File: config.mk
export PLATFORM = sky130hd
export DESIGN_NAME = mdio_master
export DESIGN_NICKNAME = d
export VERILOG_FILES = /design/src/rtl/mdio_pkg.sv /design/src/rtl/mdio_mdc_gen.sv /design/src/rtl/mdio_frame_seq.sv /design/src/rtl/mdio_master.sv
export SDC_FILE = /design/constraint.sdc
export NUM_CORES = 1
export LEC_CHECK = 0
export BUFFER_PORTS_ARGS = -buffer_cell sky130_fd_sc_hd__buf_2
export CORE_MARGIN = 2
export CORE_UTILIZATION = 35
export DETAILED_ROUTE_END_ITERATION = 16
export PLACE_DENSITY = 0.53
export SKIP_CTS_REPAIR_TIMING = 1
export SLEW_MARGIN = 0
export SYNTH_ARGS = -nofsm -noshare
export SYNTH_HDL_FRONTEND = slang
export SYNTH_HIERARCHICAL = 1
export SYNTH_SLANG_ARGS = --single-unit
File: constraint.sdc
create_clock -name clk -period 3.15 [get_ports clk]
set_input_delay 0.4725 -clock clk [delete_from_list [all_inputs] [get_ports clk]]
set_output_delay 0.4725 -clock clk [all_outputs]
set_load 0.01 [all_outputs]
File: src/rtl/mdio_pkg.sv
package mdio_pkg;

   typedef enum logic [3:0] {
      ST_IDLE,
      ST_PRE,
      ST_HDR,
      ST_WTA,
      ST_WDAT,
      ST_WEND,
      ST_RTA,
      ST_RDAT,
      ST_RTAIL,
      ST_RECOV
   } mdio_state_e;

   localparam logic [1:0] FRAME_START = 2'b01;
   localparam logic [1:0] OPC_READ    = 2'b10;
   localparam logic [1:0] OPC_WRITE   = 2'b01;

endpackage

File: src/rtl/mdio_mdc_gen.sv
module mdio_mdc_gen #(
   parameter int HALF_DIV = 25
) (
   input  logic clk,
   input  logic rst_n,
   input  logic run_i,
   output logic mdc_o,
   output logic bit_end_o
);
   localparam int CW = (HALF_DIV > 1) ? $clog2(HALF_DIV) : 1;
   localparam logic [CW-1:0] LAST = CW'(HALF_DIV - 1);

   logic [CW-1:0] cnt_q;
   logic          phase_q;
   logic          wrap;

   initial begin
      assert (HALF_DIV >= 1) else $error("HALF_DIV must be at least 1");
   end

   assign wrap      = (cnt_q == LAST);
   assign bit_end_o = run_i && phase_q && wrap;
   assign mdc_o     = phase_q;

   always_ff @(posedge clk or negedge rst_n) begin
      if (!rst_n) begin
         cnt_q   <= '0;
         phase_q <= 1'b0;
      end else if (!run_i) begin
         cnt_q   <= '0;
         phase_q <= 1'b0;
      end else if (wrap) begin
         cnt_q   <= '0;
         phase_q <= ~phase_q;
      end else begin
         cnt_q   <= cnt_q + 1'b1;
      end
   end

   a_r7_phase_len: assert property (@(posedge clk) disable iff (!rst_n)
      (run_i && !wrap) |=> (phase_q == $past(phase_q)));

endmodule

File: src/rtl/mdio_frame_seq.sv
module mdio_frame_seq
   import mdio_pkg::*;
#(
   parameter int AW        = 5,
   parameter int DW        = 16,
   parameter int PRE_LEN   = 32,
   parameter int RECOV_LEN = 32
) (
   input  logic          clk,
   input  logic          rst_n,
   input  logic          start_i,
   input  logic          read_i,
   input  logic [AW-1:0] phy_i,
   input  logic [AW-1:0] reg_i,
   input  logic [DW-1:0] wdata_i,
   input  logic          bit_end_i,
   input  logic          din_i,
   output logic          run_o,
   output logic          mdio_o,
   output logic          mdio_oe_o,
   output logic [DW-1:0] rd_data_o,
   output logic          done_o,
   output logic          error_o
);
   localparam int HDR_W   = 4 + 2 * AW;
   localparam int MAX_A   = (PRE_LEN > RECOV_LEN) ? PRE_LEN : RECOV_LEN;
   localparam int MAX_B   = (DW > HDR_W) ? DW : HDR_W;
   localparam int MAX_LEN = (MAX_A > MAX_B) ? MAX_A : MAX_B;
   localparam int CNT_W   = $clog2(MAX_LEN + 1);

   mdio_state_e      state_q;
   logic [CNT_W-1:0] cnt_q;
   logic [HDR_W-1:0] hdr_q;
   logic [DW-1:0]    wsh_q;
   logic [DW-1:0]    rsh_q;
   logic [DW-1:0]    rdata_q;
   logic             is_rd_q;
   logic             err_q;
   logic             done_q;
   int               seg_len;
   logic             seg_last;
   logic             accept;

   initial begin
      assert (AW >= 1 && DW >= 2) else $error("address or data width too small");
      assert (PRE_LEN >= 1 && RECOV_LEN >= 1) else $error("run lengths must be positive");
   end

   always_comb begin
      case (state_q)
         ST_PRE:   seg_len = PRE_LEN;
         ST_HDR:   seg_len = HDR_W;
         ST_WTA:   seg_len = 2;
         ST_WDAT:  seg_len = DW;
         ST_RDAT:  seg_len = DW;
         ST_RTAIL: seg_len = 2;
         ST_RECOV: seg_len = RECOV_LEN;
         default:  seg_len = 1;
      endcase
   end

   assign seg_last = (int'(cnt_q) == seg_len - 1);
   assign accept   = (state_q == ST_IDLE) && start_i;

   always_ff @(posedge clk or negedge rst_n) begin
      if (!rst_n) begin
         state_q <= ST_IDLE;
         cnt_q   <= '0;
         hdr_q   <= '0;
         wsh_q   <= '0;
         rsh_q   <= '0;
         rdata_q <= '0;
         is_rd_q <= 1'b0;
         err_q   <= 1'b0;
         done_q  <= 1'b0;
      end else begin
         done_q <= 1'b0;
         if (accept) begin
            state_q <= ST_PRE;
            cnt_q   <= '0;
            is_rd_q <= read_i;
            hdr_q   <= {FRAME_START, (read_i ? OPC_READ : OPC_WRITE), phy_i, reg_i};
            wsh_q   <= wdata_i;
            err_q   <= 1'b0;
         end else if (state_q != ST_IDLE && bit_end_i) begin
            if (state_q == ST_HDR)  hdr_q <= hdr_q << 1;
            if (state_q == ST_WDAT) wsh_q <= wsh_q << 1;
            if (state_q == ST_RDAT) rsh_q <= {rsh_q[DW-2:0], din_i};
            if (seg_last) begin
               cnt_q <= '0;
               case (state_q)
                  ST_PRE:   state_q <= ST_HDR;
                  ST_HDR:   state_q <= is_rd_q ? ST_RTA : ST_WTA;
                  ST_WTA:   state_q <= ST_WDAT;
                  ST_WDAT:  state_q <= ST_WEND;
                  ST_RTA:   state_q <= din_i ? ST_RECOV : ST_RDAT;
                  ST_RDAT:  state_q <= ST_RTAIL;
                  ST_WEND: begin
                     state_q <= ST_IDLE;
                     done_q  <= 1'b1;
                  end
                  ST_RTAIL: begin
                     state_q <= ST_IDLE;
                     done_q  <= 1'b1;
                     rdata_q <= rsh_q;
                  end
                  ST_RECOV: begin
                     state_q <= ST_IDLE;
                     done_q  <= 1'b1;
                     err_q   <= 1'b1;
                  end
                  default:  state_q <= ST_IDLE;
               endcase
            end else begin
               cnt_q <= cnt_q + 1'b1;
            end
         end
      end
   end

   always_comb begin
      mdio_oe_o = 1'b0;
      mdio_o    = 1'b0;
      case (state_q)
         ST_PRE:  begin mdio_oe_o = 1'b1; mdio_o = 1'b1;           end
         ST_HDR:  begin mdio_oe_o = 1'b1; mdio_o = hdr_q[HDR_W-1]; end
         ST_WTA:  begin mdio_oe_o = 1'b1; mdio_o = (cnt_q == '0);  end
         ST_WDAT: begin mdio_oe_o = 1'b1; mdio_o = wsh_q[DW-1];    end
         default: ;
      endcase
   end

   assign run_o     = (state_q != ST_IDLE);
   assign rd_data_o = rdata_q;
   assign done_o    = done_q;
   assign error_o   = err_q;

   a_r1_preamble_high: assert property (@(posedge clk) disable iff (!rst_n)
      (state_q == ST_PRE) |-> (mdio_oe_o && mdio_o));

   a_r2_start_zero: assert property (@(posedge clk) disable iff (!rst_n)
      (state_q == ST_HDR && cnt_q == '0) |-> (mdio_oe_o && !mdio_o));

   a_r5_read_released: assert property (@(posedge clk) disable iff (!rst_n)
      (is_rd_q && (state_q == ST_RTA || state_q == ST_RDAT || state_q == ST_RTAIL))
      |-> !mdio_oe_o);

   a_r6_recover_released: assert property (@(posedge clk) disable iff (!rst_n)
      (state_q == ST_RECOV) |-> !mdio_oe_o);

   a_r6_rdata_kept: assert property (@(posedge clk) disable iff (!rst_n)
      (state_q == ST_RECOV) |=> $stable(rdata_q));

endmodule

File: src/rtl/mdio_master.sv
module mdio_master #(
   parameter int HALF_DIV    = 25,
   parameter int SYNC_STAGES = 2,
   parameter int AW          = 5,
   parameter int DW          = 16,
   parameter int PRE_LEN     = 32,
   parameter int RECOV_LEN   = 32
) (
   input  logic          clk,
   input  logic          rst_n,
   input  logic          cmd_start_i,
   input  logic          cmd_read_i,
   input  logic [AW-1:0] cmd_phy_i,
   input  logic [AW-1:0] cmd_reg_i,
   input  logic [DW-1:0] cmd_wdata_i,
   output logic [DW-1:0] rd_data_o,
   output logic          busy_o,
   output logic          done_o,
   output logic          error_o,
   output logic          mdc_o,
   output logic          mdio_o,
   output logic          mdio_oe_o,
   input  logic          mdio_i
);
   logic run;
   logic bit_end;
   logic din;

   initial begin
      assert (SYNC_STAGES >= 0 && SYNC_STAGES < 2 * HALF_DIV)
         else $error("SYNC_STAGES must fit inside one MDC period");
   end

   generate
      if (SYNC_STAGES == 0) begin : g_nosync
         assign din = mdio_i;
      end else begin : g_sync
         logic [SYNC_STAGES-1:0] chain_q;
         always_ff @(posedge clk or negedge rst_n) begin
            if (!rst_n) begin
               chain_q <= '1;
            end else begin
               chain_q[0] <= mdio_i;
               for (int k = 1; k < SYNC_STAGES; k++) chain_q[k] <= chain_q[k-1];
            end
         end
         assign din = chain_q[SYNC_STAGES-1];
      end
   endgenerate

   mdio_mdc_gen #(.HALF_DIV(HALF_DIV)) u_mdc (
      .clk       (clk),
      .rst_n     (rst_n),
      .run_i     (run),
      .mdc_o     (mdc_o),
      .bit_end_o (bit_end)
   );

   mdio_frame_seq #(
      .AW(AW), .DW(DW), .PRE_LEN(PRE_LEN), .RECOV_LEN(RECOV_LEN)
   ) u_seq (
      .clk       (clk),
      .rst_n     (rst_n),
      .start_i   (cmd_start_i),
      .read_i    (cmd_read_i),
      .phy_i     (cmd_phy_i),
      .reg_i     (cmd_reg_i),
      .wdata_i   (cmd_wdata_i),
      .bit_end_i (bit_end),
      .din_i     (din),
      .run_o     (run),
      .mdio_o    (mdio_o),
      .mdio_oe_o (mdio_oe_o),
      .rd_data_o (rd_data_o),
      .done_o    (done_o),
      .error_o   (error_o)
   );

   assign busy_o = run;

   a_r7_idle_mdc_low: assert property (@(posedge clk) disable iff (!rst_n)
      !busy_o |-> !mdc_o);

   a_r3_hold_in_high: assert property (@(posedge clk) disable iff (!rst_n)
      mdc_o |-> ($stable(mdio_o) && $stable(mdio_oe_o)));

   a_r8_done_single: assert property (@(posedge clk) disable iff (!rst_n)
      done_o |=> !done_o);

   a_r8_done_ends_busy: assert property (@(posedge clk) disable iff (!rst_n)
      done_o |-> (!busy_o && $past(busy_o)));

   a_r6_error_with_done: assert property (@(posedge clk) disable iff (!rst_n)
      $rose(error_o) |-> done_o);

   a_r10_error_clear: assert property (@(posedge clk) disable iff (!rst_n)
      (!busy_o && cmd_start_i) |=> (!error_o && busy_o));

endmodule

---- Word level (Yosys, flattened, before mapping) ----
Index checks and enable logic that the tools add are counted.
cells by class
  reduce and logical (&&, ||, !) cells .... 23
  divide/modulo/power cells ............... 0
  equality and inequality tests ........... 12
  shift operators ......................... 0
  $mul .................................... 0
  $add $sub $neg .......................... 3
  magnitude comparators ................... 0
  mux-type cells .......................... 31
  bitwise logic cells ..................... 2
operators with widths
  cell                                              number
  2-to-1 mux 16 bit                                 3
  2-to-1 mux 14 bit                                 3
  == test 7 x 32 -> 1 bit                           1
  one-hot mux 4 bit (6 select lines)                1
  one-hot mux 6 bit (4 select lines)                1
  2-to-1 mux 6 bit                                  3
  == test 4 x 3 -> 1 bit, second input constant     4
  2-to-1 mux 4 bit                                  4
  2-to-1 mux 1 bit                                  11
  2-to-1 mux 5 bit                                  2
  nonzero test 2 bit                                5
  == test 4 x 2 -> 1 bit, second input constant     2
  == test 4 bit, second input constant              2
  subtractor 6 x 1 -> 7 bit, second input constant  1
  adder 6 x 1 -> 6 bit, second input constant       1
  zero test 6 bit                                   1
  AND reduction 2 bit                               3
  AND reduction 3 bit                               2
  OR reduction 2 bit                                3
  adder 5 x 1 -> 5 bit, second input constant       1
  == test 5 bit, second input constant              1
  == test 4 x 1 -> 1 bit, second input constant     1
  logical AND 1 bit                                 4
  zero test 4 bit                                   1
  9 further kinds                                   10
storage, ports and cells
  memories ................................ 0
  flip-flop bits (word level) ............. 83
  ROM bits ................................ 0
  word-level logic and storage cells ...... 83
  bits in latches ......................... 0
  bits of input ports ..................... 31
  memory bits (writable) .................. 0

---- Longest topological paths before layout ----
Gate-level depths: netlist (run 1).
  word-level depth ........................ 8
  gate-level depth with buffers ........... 12

---- By module ----
Netlist (run 1), hierarchy kept.
by module, submodules not included
  module          cells an instance  instances  area an instance (um^2)
  mdio_frame_seq  348                1          3627.2
  mdio_mdc_gen    31                 1          319.1
  mdio_master     2                  1          52.6

---- Worst setup path after synthesis (run 1) ----
No wires, ideal clock.
  path kind ............................... register to register
  start point ............................. register u_seq.state_q[2]
  end point ............................... register u_seq.rdata_q[10] (netlist: u_seq/rd_data_o[10])
  setup time .............................. 0.125 ns
  period minus slack after synthesis ...... 2.913 ns
  setup slack ............................. 0.237 ns
  arrival ................................. 2.788 ns
  stages on the path, launching flop included .. 13
  cells stage by stage .................... dfrtp_1 buf_6 nor2b_1 buf_2 a31o_2 ha_1 xor2_1 nand4_1 a2111oi_4 o311ai_4 nor2_8 buf_12 mux2_4
on the way
  cells in the longest elaborated chain, start to end .. 6
  elaborated cells on any way between the ends .. 21
  those cells by class .................... add/sub: 1; eq/ne: 8; mux: 1; bitwise: 1; reduce/logical: 10
ends and longest elaborated chain
  element                                   RTL line               text
  from (decl)                               mdio_frame_seq.sv:31   mdio_state_e state_q;
  from (signal assigned)                    mdio_frame_seq.sv:93   ST_HDR: state_q <= is_rd_q ? ST_RTA : ST_WTA;
  from (signal assigned)                    mdio_frame_seq.sv:96   ST_RTA: state_q <= din_i ? ST_RECOV : ST_RDAT;
  == test 4 bit (tied with other cells)     mdio_frame_seq.sv:50   case (state_q)
  OR reduction 2 bit (no source line)       -
  one-hot mux 6 bit (4 select lines)        mdio_frame_seq.sv:50
  subtractor 6 x 1 -> 7 bit                 mdio_frame_seq.sv:62   assign seg_last = (int'(cnt_q) == seg_len - 1);
  == test 7 x 32 -> 1 bit                   mdio_frame_seq.sv:62
  AND reduction 4 bit (no source line) (*)  -
  to (signal assigned)                      mdio_frame_seq.sv:105  rdata_q <= rsh_q;
  to (decl)                                 mdio_frame_seq.sv:36   logic [DW-1:0] rdata_q;
Mark *: on every way between the ends. The rest lies on a longest branch, timed or not.
A chain may end at the register's enable or synchronous reset.

---- Final worst setup path (run 1) ----
  start point ............................. register u_seq.state_q[2]
  end point ............................... register u_seq.err_q (netlist: u_seq/error_o)
on the way
  cells in the longest elaborated chain, start to end .. 7
  elaborated cells on any way between the ends .. 24
  those cells by class .................... add/sub: 1; eq/ne: 8; mux: 2; reduce/logical: 13
ends and longest elaborated chain
  element                                RTL line                                    text
  == test 4 bit (tied with other cells)  mdio_frame_seq.sv:50, mdio_frame_seq.sv:91
  OR reduction 2 bit (no source line)    -
  one-hot mux 6 bit (4 select lines)     mdio_frame_seq.sv:50
  subtractor 6 x 1 -> 7 bit              mdio_frame_seq.sv:62
  == test 7 x 32 -> 1 bit                mdio_frame_seq.sv:62
  nonzero test 2 bit (no source line)    -
  AND reduction 3 bit (no source line)   -
  to (signal assigned)                   mdio_frame_seq.sv:74                        err_q <= 1'b0;
  to (signal assigned)                   mdio_frame_seq.sv:84                        err_q <= 1'b0;
  to (signal assigned)                   mdio_frame_seq.sv:110                       err_q <= 1'b1;
  to (decl)                              mdio_frame_seq.sv:38                        logic err_q;
Several ways; a longest one is shown, not always the timed one.

==> results.md, run 1 <==
* Starting Density at 0.355
* CTS tree: yes
* FFs w/ async S/R, synth at 1.00
* Post-synth cell types at 53
* DPL Wire Length at about 5800 um
* Syn Nets at between 400 and 500
* Critical-path maximum fanout at 9
* Layout cells sized above 1 at 0.312
* Primary FF master, synth: dfrtp_1
* RSZ-0062 raised after global routing: false
* # fillers at between 1k and 1.5k
* Mean routed wirelength per cell at 14.2 um
* H-tree depth at 3
* Die Span Y at between 100 and 150 um
* Chip Width at approximately 110 um
* Post-DP Area at 4460 um2
* Fmax at between 0.3 and 0.4 GHz
* Total number of yosys warnings at 6
* Routed via count at 2969
* Syn Inst Count at between 300 and 400
* GRT Util Overall at 0.145
* Max clock buf depth at 2
* Antenna Nets Post-Route at 0
* P_leak at 2.34 nW
* Skew-Pair Late Insertion Delay at 0.34 ns
* Rows at 39
* Slew Limit Fails at 0
* Finish-stage setup viols at 0
* Sequential fraction of the synthesis area at 0.520
* Startpoint Class: register
* I/O pin total at between 50 and 60
* Worst Path Arrival at between 3 and 4 ns
* Number of global-route vias before repair at 2920
* PwrDens at roughly 480 nW/um2
* Worst Skew at around 0.0069 ns
* Via density per instance at between 5 and 6
* Layout area overhead at 21.7%
* Critical path class: reg2reg
* Wirelength, routed at approximately 8400 um
* Post-Syn Area at 4000 um2
* Fin. Hold Viols at 0
* Maxcap violations at 0
* Antenna cell count at 0
* Crit. End Element: register
* Placeable Area at between 10000 and 15000 um2
* Slew @ Worst Pin at between 0.7 and 0.8 ns
* Antenna violations before repair at 0
* DRC at 0
* Clock transition at the registers of the reported paths at about 0.060 ns
* Die ar. at 12300 um2
* #FFs+latches synth at 83
* Non-Filler Instances at 592
* Hold Crit Class: in2async
* PortBufs at 52
* Slew HR at 0.514
* Outcome: finished, final reports clean
* Final nets at between 400 and 500
* Area share of the largest cell type after synthesis at 0.507
* First drt pass iteration count at 5
* Post-synth top area cell: dfrtp_1
* Clk root buf: clkbuf_16
* CTS buffer count at 9
* Initial DRC Count at 207
* Post-Layout Inst Area at 4870 um2
* Worst Path Required at roughly 3.4 ns
* Max VDD drop at about 270 uV
* Min Tclk post-route at between 2 and 3 ns
* Synth area leaders: dfrtp_1 51%, mux2_2 7.0%, nand2_1 6.3%, a31oi_1 4.5%, mux2_4 3.8%
* Placed instance count at around 570
* RePlAce Congestion at ~0.86
* GRT overflow at 0
* Post-synth EDFFs at 0
* TritonCTS sink count at between 80 and 90
* Fin crit share at 0.934
* First-pass GRT wire length at around 14000 um
* Avg Inst Size Synth at between 10 and 15 um2
* Largest net degree at the start of global routing at just under 60
## metrics by stage
step	total power, mW	TNS, ns	setup slack, ns	hold slack (ns)	util
finish	2.34	0	0.206	0.184	0.432
CTS	2.38	-0.0225	-0.0133	0.221	0.426
detailed placement	1.16	0	0.00867	0.351	0.396
floorplan	1.12	0	0.237	0.177	-
global route	2.43	0	0.00987	0.226	0.432
global placement	1.16	0	0.122	0.349	0.396
## area by class of cell
class | count | area, um2 | share of cell area
Timing Repair Buffer | 74 | 440 | 0.0905
Clock buffer | 10 | 229 | 0.0470
Clock inverter | 6 | 113 | 0.0231
Multi-Input combinational cell | 266 | 1790 | 0.367
Sequential cell | 83 | 2080 | 0.428
Tap cell | 143 | 179 | 0.0368
Inverter | 10 | 37.5 | 0.00771
## cell usage after synthesis (2+ instances only)
library cell,n
a21oi_1,10
a31oi_1,29
and2_1,3
and3_1,2
buf_2,3
clkbuf_1,17
dfrtp_1,81
dfstp_2,2
ha_1,6
inv_1,10
mux2_2,25
mux2_4,10
mux2i_1,3
nand2_1,67
nand2b_1,2
nand3_1,9
nand3b_1,3
nand4_1,2
nand4b_1,3
nor2_1,37
nor2b_1,7
nor3_1,3
o211ai_1,3
o21ai_0,10
xnor2_1,4
xor2_1,3
## registers in the layout, indices dropped and copies added, names as in the netlist, 2 cells and up
register / cells
u_seq/state_q: 4
u_seq/hdr_q: 14
u_mdc/cnt_q: 5
u_seq/cnt_q: 6
g_sync.chain_q: 2
u_seq/rd_data_o: 16
u_seq/wsh_q: 16
u_seq/rsh_q: 16
## cell families after synthesis
kind of cell,count (synthesis),synth area share
flops,83,0.520
fa+ha+maj,6,0.0188
xor+xnor,7,0.0153
buf+inv,32,0.0369
simple gates,149,0.176
compound gates,66,0.117
mux,38,0.115
## final timing paths
path	slack, ns	from	to	cells after the start
setup / recovery	0.21	u_seq/state_q[2]	u_seq/error_o	10
hold / removal	0.18	rst_n	u_mdc/cnt_q[2]	1
setup reg to reg	0.21	u_seq/state_q[2]	u_seq/error_o	10
hold reg to reg	0.36	g_sync.chain_q[0]	g_sync.chain_q[1]	0
max in group asynchronous	2.28	rst_n	u_seq/hdr_q[7]	2
min in group clk	0.24	mdio_i	g_sync.chain_q[0]	1
## layer usage
metal | track usage | routed length [um] | up-vias
met5 | 0 | 0 | -
met4 | 0.0500 | 142 | 0
met3 | 0.0410 | 416 | 13
met2 | 0.221 | 3880 | 79
met1 | 0.199 | 3990 | 1419
li1 | - | - | 1458
## report_power, final
part / switching [mW] / total, mW / internal (mW)
Sequential: 0.00693 / 1.09 / 1.08
Clock: 0.422 / 1.20 / 0.777
Combinational: 0.0333 / 0.0560 / 0.0227
## cells in the final DEF (no fill, tap or decap), drive strengths merged, types with 6 or more instances in the layout
| cell type | instances |
|---|---|
| a21oi | 10 |
| a31oi | 29 |
| buf | 74 |
| clkbuf | 10 |
| dfrtp | 81 |
| ha | 6 |
| inv | 11 |
| mux2 | 35 |
| nand2 | 67 |
| nand3 | 9 |
| nor2 | 38 |
| nor2b | 7 |
| o21ai | 11 |
## worst max-delay path, stage by stage (launching register included)
cell       delay, ns
dfrtp_2         0.48
nor3b_4         0.31
a31o_2          0.17
ha_1            0.18
xor2_1          0.20
nand4_1         0.18
a2111oi_4       0.42
o311ai_4        0.21
buf_4           0.20
or2_1           0.29
o41ai_2         0.21
Note: power is estimated with default switching activity, not from simulation.
==> run 2, diff against run 1 <==
==> constraint.sdc (replaced) <==
create_clock -name clk -period 3.15 [get_ports clk]
set_input_delay 0.1575 -clock clk [delete_from_list [all_inputs] [get_ports clk]]
set_output_delay 0.1575 -clock clk [all_outputs]
set_load 0.1 [all_outputs]
==> run 2 against run 1 <==
Net effect: die area unchanged; maximum frequency decreased by 0.49%; worst hold slack got worse by 0.13 ns; register-to-register slack about the same; highest routed layer unchanged.
==> results.md, run 2 (synthesized netlist as in run 1, its figures left out) <==
* Skew-Pair Late Insertion Delay at between 0.3 and 0.4 ns
* Hold Crit Class: in2reg
* Slew HR at 0.649
* Via density per instance at 5.04
* Metal2 WL at ~4000 um
* Endpoint, Worst Hold: u_seq/hdr_q[0]
* Rows at 39
* Comb power frac at 0.026
* Maxcap violations at 0
* First-pass GRT wire length at 14300 um
* Max clock buf depth at 2
* Int Pwr at around 1.8 mW
* Worst Skew at approximately 0.0057 ns
* Worst hold start: cmd_reg_i[0]
* Power share of the sequential group at 0.475
* Routed via count at roughly 3.0k
* Post-Layout Inst Area at just under 5000 um2
* First drt pass iteration count at 4
* Largest net degree at the start of global routing at 40
* RePlAce Congestion at 0.860
* Final nets at between 400 and 500
* Clk root buf: clkbuf_16
* GRT overflow at 0
* Slew Limit Fails at 0
* Clock network power share at 0.499
* R2R setup slack at 0.19 ns
* PwrDens at 463 nW/um2
* FF-to-FF End: u_seq/rd_data_o[3]
* Fmax at between 0.3 and 0.4 GHz
* Most common cell after layout, fill and taps aside: dfrtp_1
* CTS buffer count at 9
* Critical path class: reg2reg
* Startpoint Class: register
* Antenna Nets Post-Route at 0
* CTS tree: yes
* DRC at 0
* Initial DRC Count at between 200 and 250
* Total power at between 2 and 2.5 mW
* Post-DP Area at ~4500 um2
* Antenna violations before repair at 0
* Worst Path Arrival at about 3.2 ns
* DPL Wire Length at approximately 5800 um
* Worst Path Required at 3.37 ns
* Worst r2r path cells at 11
* Fin. Hold Viols at 0
* Number of global-route vias before repair at ~2.9k
* PortBufs at 52
* Switching power at about 0.46 mW
* Reg-to-reg startpoint: u_seq/state_q[1]
* Leading cell types in the layout, fill and taps excluded: 78 x dfrtp_1, 67 x nand2_1, 51 x buf_2
* Die ar. at between 10000 and 15000 um2
* Wirelength, routed at around 8500 um
* Layout area overhead at 23.3%
* Slew @ Worst Pin at roughly 0.53 ns
* Max VDD drop at 303 uV
* Min Tclk post-route at slightly below 3 ns
* Antenna cell count at 0
* # fillers at around 1.1k
* Met3 WL post-DR at ~340 um
* Chip Width at 111 um
* Clock transition at the registers of the reported paths at approximately 0.060 ns
* Fin crit share at 0.939
* Finish-stage setup viols at 0
* I/O pin total at 53
* Switching Share at 0.202
* Hold path cells at 2
* Crit. End Element: register
* M1 WL at 4010 um
* Max Used Layer: met4
* TritonCTS sink count at 83
* P_leak at approximately 2.4 nW
* Mean routed wirelength per cell at around 14 um
* Die Span Y at ~110 um
* RSZ-0062 raised after global routing: false
* GRT Util Overall at 0.144
* Placeable Area at 11300 um2
* Layout cells sized above 1 at 0.322
* Outcome: finished, final reports clean
* Critical-path maximum fanout at 11
* Starting Density at 0.355
* H-tree depth at 3
run 2: final cells by class:
cell class	count	area [um2]	area share
tap	143	179	0.0363
sequential	83	2080	0.423
timing repair buffer	81	510	0.104
inverter	10	37.5	0.00761
clock inverter	5	85.1	0.0173
clock buffer	11	243	0.0492
multi-input combinational	266	1790	0.363
run 2: worst max-delay path, cell delays in order, from the launching register on:
cell	delay, ns
dfrtp_2	0.46
nand2b_2	0.23
a31o_2	0.22
ha_1	0.20
xor2_1	0.18
a31o_1	0.23
a2111oi_4	0.39
o311ai_4	0.18
buf_12	0.16
nor2_8	0.10
buf_12	0.15
mux2_2	0.34
run 2: per-layer routing:
metal	vias to the layer above	global-route usage
li1	1467	-
met2	63	0.224
met5	-	0
met4	0	0.0525
met1	1472	0.195
met3	14	0.0388
run 2: worst max-delay path by stage:
stage / from / end / slack [ns] / cells past startpoint
floorplan: u_seq/state_q[1] / u_seq/rsh_q[10] / 0.09 / 7
global placement: u_seq/state_q[1] / u_seq/rd_data_o[4] / 0.11 / 9
detailed placement: u_seq/state_q[1] / u_seq/rd_data_o[3] / 0.003 / 9
CTS: u_seq/state_q[1] / u_seq/rd_data_o[3] / -0.008 / 9
global route: u_seq/state_q[1] / u_seq/error_o / 0.02 / 10
finish: u_seq/state_q[1] / u_seq/rd_data_o[3] / 0.19 / 11
run 2: metrics by stage:
stage | TNS (ns) | util | std cells | setup WS [ns] | hold slack, ns
after detailed placement | 0 | 0.396 | 571 | 0.00287 | 0.0591
after global placement | 0 | 0.396 | 571 | 0.114 | 0.0559
after floorplan | 0 | - | 381 | 0.0868 | -0.138
after global routing | 0 | 0.437 | 599 | 0.0174 | 0.0438
final | 0 | 0.437 | 599 | 0.192 | 0.0550
after CTS | -0.0110 | 0.425 | 587 | -0.00809 | -0.306
run 2: power by group through the flow:
stage / clock (mW) / sequential, mW / combinational (mW)
after floorplan: 0 / 1.10 / 0.0136
after global routing: 1.22 / 1.09 / 0.0688
after CTS: 1.18 / 1.09 / 0.0593
final: 1.14 / 1.09 / 0.0584
after global placement: 0 / 1.11 / 0.0579
after detailed placement: 0 / 1.11 / 0.0589
==> run 3, diff against run 2 <==
Settings changed: CORE_UTILIZATION 35 to 48, PLACE_DENSITY 0.53 to 0.69.
==> run 3 against run 2 <==
Net effect: sequential power is essentially flat; maximum frequency shrank 0.24%; critical path depth shrank 1; design area shrank 5.5%; first-iteration DRC count shrank 25%; cell count shrank 7.8%; setup slack lost 0.0072 ns; clock skew grew 0.0042 ns; flip-flop and latch count is the same; register-to-register slack is essentially flat; utilization grew 14 points; critical path type unchanged; critical endpoint is now u_seq/rd_data_o[0]; largest cell class unchanged; largest power group is now sequential cells.
==> results.md, run 3 (synthesized netlist as in run 1, its figures left out) <==
* Outcome: finished, final reports clean
* Layout cells sized above 1 at 0.302
* FF-to-FF End: u_seq/rd_data_o[0]
* Slew Limit Fails at 0
* Slew HR at 0.509
* I/O pin total at 53
* H-tree depth at 3
* Fin. Hold Viols at 0
* TritonCTS sink count at just over 80
* Initial DRC Count at roughly 150
* Non-Filler Instances at 552
* Max clock buf depth at 2
* Die Span Y at between 90 and 100 um
* Placed instance count at about 530
* Maxcap violations at 0
* CTS tree: yes
* RePlAce Congestion at about 0.9
* Worst Path Arrival at about 3.2 ns
* CTS buffer count at 9
* Crit path max-delay family: compound AO/OA/AOI/OAI gates
* Crit path cell chain: nand2b_1 -> a31o_2 -> ha_1 -> xor2_1 -> nand4_1 -> a2111oi_4 -> o311ai_4 -> nor2_8 -> buf_12 -> mux2_2
* DRC at 0
* Skew-Pair Late Insertion Delay at around 0.36 ns
* PwrDens at between 400 and 500 nW/um2
* Sequential Area at roughly 2100 um2
* First-pass GRT wire length at 13600 um
* DPL Wire Length at approximately 5700 um
* GRT Util Overall at 0.192
* Wirelength, routed at around 8100 um
* Antenna Nets Post-Route at 0
* Worst Path Required at around 3.4 ns
* Reg-to-reg startpoint: u_seq/state_q[0]
* RSZ-0062 raised after global routing: false
* Critical-path maximum fanout at 12
* Slew @ Worst Pin at around 0.74 ns
* Layout area overhead at 16.5%
* P_leak at ~2.3 nW
* Worst r2r path cells at 10
* Leading cell types in the layout, fill and taps excluded: 80 x dfrtp_1, 67 x nand2_1, 51 x buf_2
* GRT overflow at 0
* Die ar. at around 9100 um2
* Rows at 33
* Mean routed wirelength per cell at roughly 15 um
* Hold path cells at 3
* Multi-input combinational cell area at between 1500 and 2000 um2
* Max VDD drop at slightly above 300 uV
* Antenna cell count at 0
* # fillers at ~700
* Most common cell after layout, fill and taps aside: dfrtp_1
* Final nets at roughly 480
* Endpoint, Worst Hold: u_seq/wsh_q[9]
* Chip Width at 95.3 um
* TNS Setup at 0 ns
* First drt pass iteration count at 4
* Starting Density at 0.492
* Hold slack at about 0.040 ns
* PortBufs at 52
* Clk root buf: clkbuf_8
* Antenna violations before repair at 0
* Fmax at about 0.34 GHz
* Hold Crit Class: in2reg
* Fin crit share at 0.941
* Slowest-stage cell, CP: dfrtp_1
* Via density per instance at 5.45
* Worst Skew at between 0.009 and 0.01 ns
* Placeable Area at 8130 um2
* Number of global-route vias before repair at around 2.9k
* Worst hold start: cmd_wdata_i[9]
* Crit. End Element: register
* Finish-stage setup viols at 0
* R2R setup slack at about 0.18 ns
* Max incr delay on CP at between 0.4 and 0.5 ns
* Routed via count at approximately 3k
* Min Tclk post-route at 2.97 ns
* Startpoint Class: register
* Critical path class: reg2reg
* Crit path buf inv count at 1
* Largest net degree at the start of global routing at 58
* Clock transition at the registers of the reported paths at approximately 0.1 ns
## run 3: report_power, final
group / total, mW / switching (mW) / internal, mW
Combinational: 0.0579 / 0.0335 / 0.0244
Clock: 0.755 / 0.443 / 0.311
Sequential: 1.08 / 0.00668 / 1.08
## run 3: tightest hold or removal path, stage by stage
cell	delay [ns]
buf_2	0.09
nand2_1	0.04
a31oi_1	0.07
## run 3: final cells by class
cell class,count,area share
multi-input cells,266,0.383
well taps,105,0.0282
repair buffers,72,0.0924
inverters,10,0.00806
clock inverters,7,0.0148
clock buffers,9,0.0266
flip-flops and latches,83,0.447
## run 3: how the worst max path moves through the flow
| stage | start | end | slack, ns | cells past startpoint |
|---|---|---|---|---|
| 2_1_floorplan | u_seq/state_q[1] | u_seq/rsh_q[10] | 0.09 | 7 |
| 4_1_cts | u_seq/state_q[1] | u_seq/rd_data_o[0] | 0.0001 | 9 |
| 3_3_place_gp | u_seq/state_q[1] | u_seq/rd_data_o[4] | 0.14 | 9 |
| 5_1_grt | u_seq/state_q[0] | u_seq/rd_data_o[4] | 0.01 | 10 |
| 3_5_place_dp | u_seq/state_q[1] | u_seq/rd_data_o[0] | 0.008 | 9 |
| 6_report | u_seq/state_q[0] | u_seq/rd_data_o[0] | 0.18 | 10 |
## run 3: per-stage QoR
step           power [mW]  setup WS [ns]   util  area (um2)
6_report             1.90          0.185  0.573        4660
5_1_grt              1.99         0.0112  0.573        4660
4_1_cts              1.92       0.000148  0.566        4600
3_5_place_dp         1.16        0.00791  0.542        4410
3_3_place_gp         1.16          0.140  0.542        4410
2_1_floorplan        1.12         0.0868      -        4000
## run 3: metal layers
metal | vias up | GRT usage | share of wire
li1 | 1449 | - | -
met1 | 1468 | 0.265 | 0.47
met2 | 77 | 0.300 | 0.48
met3 | 12 | 0.0340 | 0.042
met4 | 0 | 0.0761 | 0.016
met5 | - | 0 | 0
